==> config.mk <==
export PLATFORM = sky130hd
export DESIGN_NAME = sample_handoff
export DESIGN_NICKNAME = d
export VERILOG_FILES = /design/src/rtl/sample_handoff.sv
export SDC_FILE = /design/constraint.sdc
export NUM_CORES = 1
export LEC_CHECK = 0
export ABC_AREA = 1
export BUFFER_PORTS_ARGS = -buffer_cell sky130_fd_sc_hd__buf_4
export CORE_MARGIN = 10
export CORE_UTILIZATION = 65
export CTS_BUF_LIST = sky130_fd_sc_hd__clkbuf_8
export DETAILED_ROUTE_END_ITERATION = 10
export GPL_ROUTABILITY_DRIVEN = 0
export MAX_ROUTING_LAYER = met4
export PLACE_DENSITY = 0.88
export SLEW_MARGIN = 20
export SYNTH_ARGS = -nofsm -noshare
export SYNTH_HDL_FRONTEND = slang
export SYNTH_SLANG_ARGS = --single-unit
==> constraint.sdc <==
create_clock -name clk -period 5.7 [get_ports clk]
set_clock_uncertainty 0.2 [all_clocks]
set_input_delay 1.14 -clock clk [delete_from_list [all_inputs] [get_ports clk]]
set_output_delay 1.14 -clock clk [all_outputs]
set_load 0.03 [all_outputs]
==> src/rtl/sample_handoff.sv <==
module sample_handoff #(
  parameter int DW    = 16,
  parameter int DEPTH = 4
) (
  input  logic            clk,
  input  logic            rst_n,
  input  logic            pcm_in_valid,
  input  logic [2*DW-1:0] pcm_in_word,
  output logic            eng_en,
  output logic            eng_req,
  input  logic            eng_status,
  input  logic [DW-1:0]   eng_result,
  input  logic [4:0]      buf_addr,
  output logic [DW-1:0]   buf_rd_data,
  output logic [2*DW-1:0] pcm_out_word,
  output logic            pcm_out_valid,
  output logic            overrun
);
  localparam int PW = 2 * DW;
  localparam int IW = $clog2(DEPTH);
  localparam int AW = 5;

  typedef enum logic [1:0] {IDLE, WORK, WAIT, DONE} st_t;

  st_t           state;
  logic [DW-1:0] in_buf  [DEPTH];
  logic [DW-1:0] out_buf [DEPTH];
  logic [IW-1:0] in_ptr, out_ptr;
  logic [DW-1:0] held;
  logic          busy_seen;

  wire [IW-1:0] rd_idx = buf_addr[IW:1];
  wire          unused_addr_bits = ^{buf_addr[0], buf_addr[AW-2:IW+1]};
  wire          finish = (state == WAIT) && busy_seen && eng_status;

  assign eng_en      = (state != IDLE);
  assign eng_req     = (state == WORK);
  assign buf_rd_data = buf_addr[AW-1] ? out_buf[rd_idx] : in_buf[rd_idx];

  always_ff @(posedge clk) begin
    if (!rst_n) begin
      state         <= IDLE;
      in_ptr        <= '0;
      out_ptr       <= '0;
      held          <= '0;
      busy_seen     <= 1'b0;
      pcm_out_word  <= '0;
      pcm_out_valid <= 1'b0;
      overrun       <= 1'b0;
      for (int i = 0; i < DEPTH; i++) begin
        in_buf[i]  <= '0;
        out_buf[i] <= '0;
      end
    end else begin
      pcm_out_valid <= 1'b0;
      if (pcm_in_valid && state != IDLE) overrun <= 1'b1;
      case (state)
        IDLE: if (pcm_in_valid) begin
          in_buf[in_ptr]          <= pcm_in_word[PW-1:DW];
          in_buf[in_ptr + IW'(1)] <= pcm_in_word[DW-1:0];
          in_ptr                  <= in_ptr + IW'(2);
          state                   <= WORK;
        end
        WORK: begin
          out_ptr   <= out_ptr + IW'(1);
          busy_seen <= 1'b0;
          state     <= WAIT;
        end
        WAIT: begin
          if (!eng_status) busy_seen <= 1'b1;
          if (finish) begin
            out_buf[out_ptr] <= held;
            held             <= eng_result;
            state            <= DONE;
          end
        end
        DONE: begin
          pcm_out_word  <= {{(PW-DW){1'b0}}, out_buf[out_ptr]};
          pcm_out_valid <= 1'b1;
          state         <= IDLE;
        end
        default: state <= IDLE;
      endcase
    end
  end
endmodule

==> impl_metrics.csv <==
group,metric,value,unit
global_route,grt_use_total,24.8,%
setup_path,crit_fanout,33,
global_route,first_global_vias,6792,
power_and_ir_drop,p_seq_share,47.7,%
final_layout,drive_above_1_share,12.5,%
sta,tightest_slew,1.10,ns
hold_path,worstHoldPathType,"reg -> reg",
sta,hold-worst-slack,0.286,ns
drt,drt_iter0_drc,1046,
sta,tns,0,ns
clocking,path_clk_slew,0.08,ns
setup_path,path_class,"in -> out",
setup_path,worstPathRequired,4.36,ns
hold_path,min_from,"held[14]",
setup_path,crit_path_start_kind,"input port",
sta,fmax,231,MHz
drt,wl_per_cell,16.6,um
final_layout,antennaDiodeCount,0,
final_layout,final_common_cell,"nand2_1",
clocking,cts_setup_buffers,0,
setup_path,startpoint,"buf_addr[2]",
drt,routed_wl,21.9,mm
yosys,ys.warnings.count,0,
final_layout,multi_input_area,2750,um^2
yosys,ys_types,24,
status,status,"completed",
sta,maxSlewHeadroom,26.5,%
global_route,overflow,0,
final_layout,nFillCells,956,
setup_path,crit_path_end,"buf_rd_data[6]",
yosys,ys_ff_latch,168,
floorplan,io-pin-count,109,
setup_path,cp_data_arrival_time,2.99,ns
floorplan,die_w,134,um
run,max_cap_viol_count,0,
drt,vias_per_cell,5.43,
yosys,synth_area,8510,um^2
clocking,cts_resized,0,
sta,slew_violations,0,
floorplan,die_area,18100,um^2
power_and_ir_drop,power-per-cell-area,334,nW/um^2
power_and_ir_drop,clock_power_share,27.5,%
sta,period_needed,4.33,ns
setup_path,worst_r2r_path_depth,6,
yosys,syn-instance-count,1070,
final_layout,area_delta_synth_final,11.8,%
power_and_ir_drop,p_leak,4.57,nW
clocking,clock_latency,0.48,ns
power_and_ir_drop,sw_frac_of_total,33.1,%
final_layout,fin_util,74.8,%
sta,hold_viol_final,0,
final_layout,final_cell_mix,"nand2_1 (294), inv_1 (201), nor2_1 (132)",
drt,route.detailed.drc,0,
sta,min_period_over_period,75.9,%
final_layout,seqCellArea,4640,um^2
power_and_ir_drop,switchingPower,1.05,mW
power_and_ir_drop,p_comb_share,24.8,%
floorplan,core_area,12700,um^2
yosys,synthTopCellsByArea,"edfxtp_1 (45%), nand2_1 (13%), dfxtp_1 (9.4%), inv_1 (8.8%), nand3_1 (6.9%)",
yosys,synth_top_cell_by_area,"edfxtp_1",
clocking,cts_root_buf,"clkbuf_8",
drt,drt_pass1_iterations,8,
yosys,avgSynthCellArea,7.95,um^2
power_and_ir_drop,ir_worst_vdd,0.212,mV
placement,port_buffers,90,
drt,via_count,7156,
setup_path,timing.rr.end,"out_buf[0][4]",
final_layout,fin_nets,1195,
floorplan,die_y,134,um
global_route,grt_max_degree,65,
power_and_ir_drop,p_int,2.12,mW
setup_path,regToRegStartpoint,"state[0]",
yosys,synth_top_area_share,45.2,%
power_and_ir_drop,p_total,3.17,mW
placement,dp_hpwl,13.9,mm
setup_path,worst_setup_path_end_kind,"output pin",
drt,ant_nets,0,
clocking,cts_sinks,168,
floorplan,num_rows,41,
floorplan,initial_core_util,66.9,%
setup_path,reg2reg_slack,2.40,ns
global_route,grt_antenna_before_repair,0,
clocking,holdBufCountCts,0,
clocking,ctsHtreeMaxLevel,4,
clocking,cts-buffers-inserted,17,
global_route,grt_pass1_wl,34.3,mm
clocking,clockBufferDepth,2,
sta,setup_viol,0,
yosys,ys_seq_area_share,54.6,%
clocking,tritoncts,"yes",
sta,rsz0062_at_grt,"false",
==> metrics by stage <==
stage          worst slack (ns)  cells  cell area (um^2)
3_5_place_dp               1.40   1286              9110
3_3_place_gp               1.44   1286              9110
4_1_cts                    1.40   1318              9510
5_1_grt                    1.33   1318              9510
6_report                   1.37   1318              9510
2_1_floorplan              2.37   1085              8560
==> worst min path at each step <==
stage          endpoint  slack (ns)  cells past startpoint
6_report       held[14]        0.29                      2
5_1_grt        held[14]        0.31                      2
4_1_cts        held[14]        0.29                      2
3_5_place_dp   held[14]        0.27                      2
3_3_place_gp    overrun        0.25                      2
2_1_floorplan  held[14]        0.25                      2
==> cells in the mapped netlist, drive strengths merged <==
cell type  instances
buf               52
dfxtp             40
edfxtp           128
clkbuf            15
nor2             135
nor3               1
a211oi             1
ha                 5
nand2            296
inv              206
or2                1
a21oi              6
nand3            118
conb               1
o21ai             65
==> kinds of logic after synthesis <==
| kind of cell | share of synthesized area [%] |
|---|---|
| compound gates | 4.27 |
| other cells | 0.0441 |
| buf+inv | 13.8 |
| flops | 54.6 |
| simple gates | 26.5 |
| fa+ha+maj | 0.735 |
==> sequential cells by signal, summed over array words and instances (netlist names), 2 cells and up <==
name	cells
held	16
in_buf	64
out_buf	64
out_ptr	2
pcm_out_word	16
state	2
==> metal layers <==
metal	routed length, um	track usage (%)	up-vias
li1	-	-	3393
met1	8490	30.9	3230
met2	10200	37.7	472
met3	2460	5.49	61
met4	720	11.7	0
met5	0	-	-
==> layout make-up <==
| class | count | area share (%) |
|---|---|---|
| inverter | 206 | 8.13 |
| tap | 172 | 2.26 |
| sequential | 168 | 48.8 |
| multi-input combinational | 644 | 28.9 |
| clock buffer | 18 | 2.60 |
| clock inverter | 14 | 1.67 |
| timing repair buffer | 96 | 7.57 |
==> worst max-delay path: stages <==
cell and delay [ns]:
buf_4 0.24, inv_1 0.63, buf_4 0.36, nand3_1 0.10, nand2_1 0.11, nand2_1 0.09
nand2_1 0.11, buf_4 0.17
==> power by group through the flow <==
stage,Sequential [mW],Clock [mW],Combinational [mW]
6_report,1.51,0.872,0.787
5_1_grt,1.53,0.920,0.856
4_1_cts,1.51,0.864,0.775
3_5_place_dp,1.54,0,0.771
3_3_place_gp,1.53,0,0.749
2_1_floorplan,1.57,0,0.503
No activity file was read; power rests on OpenSTA's default activity.
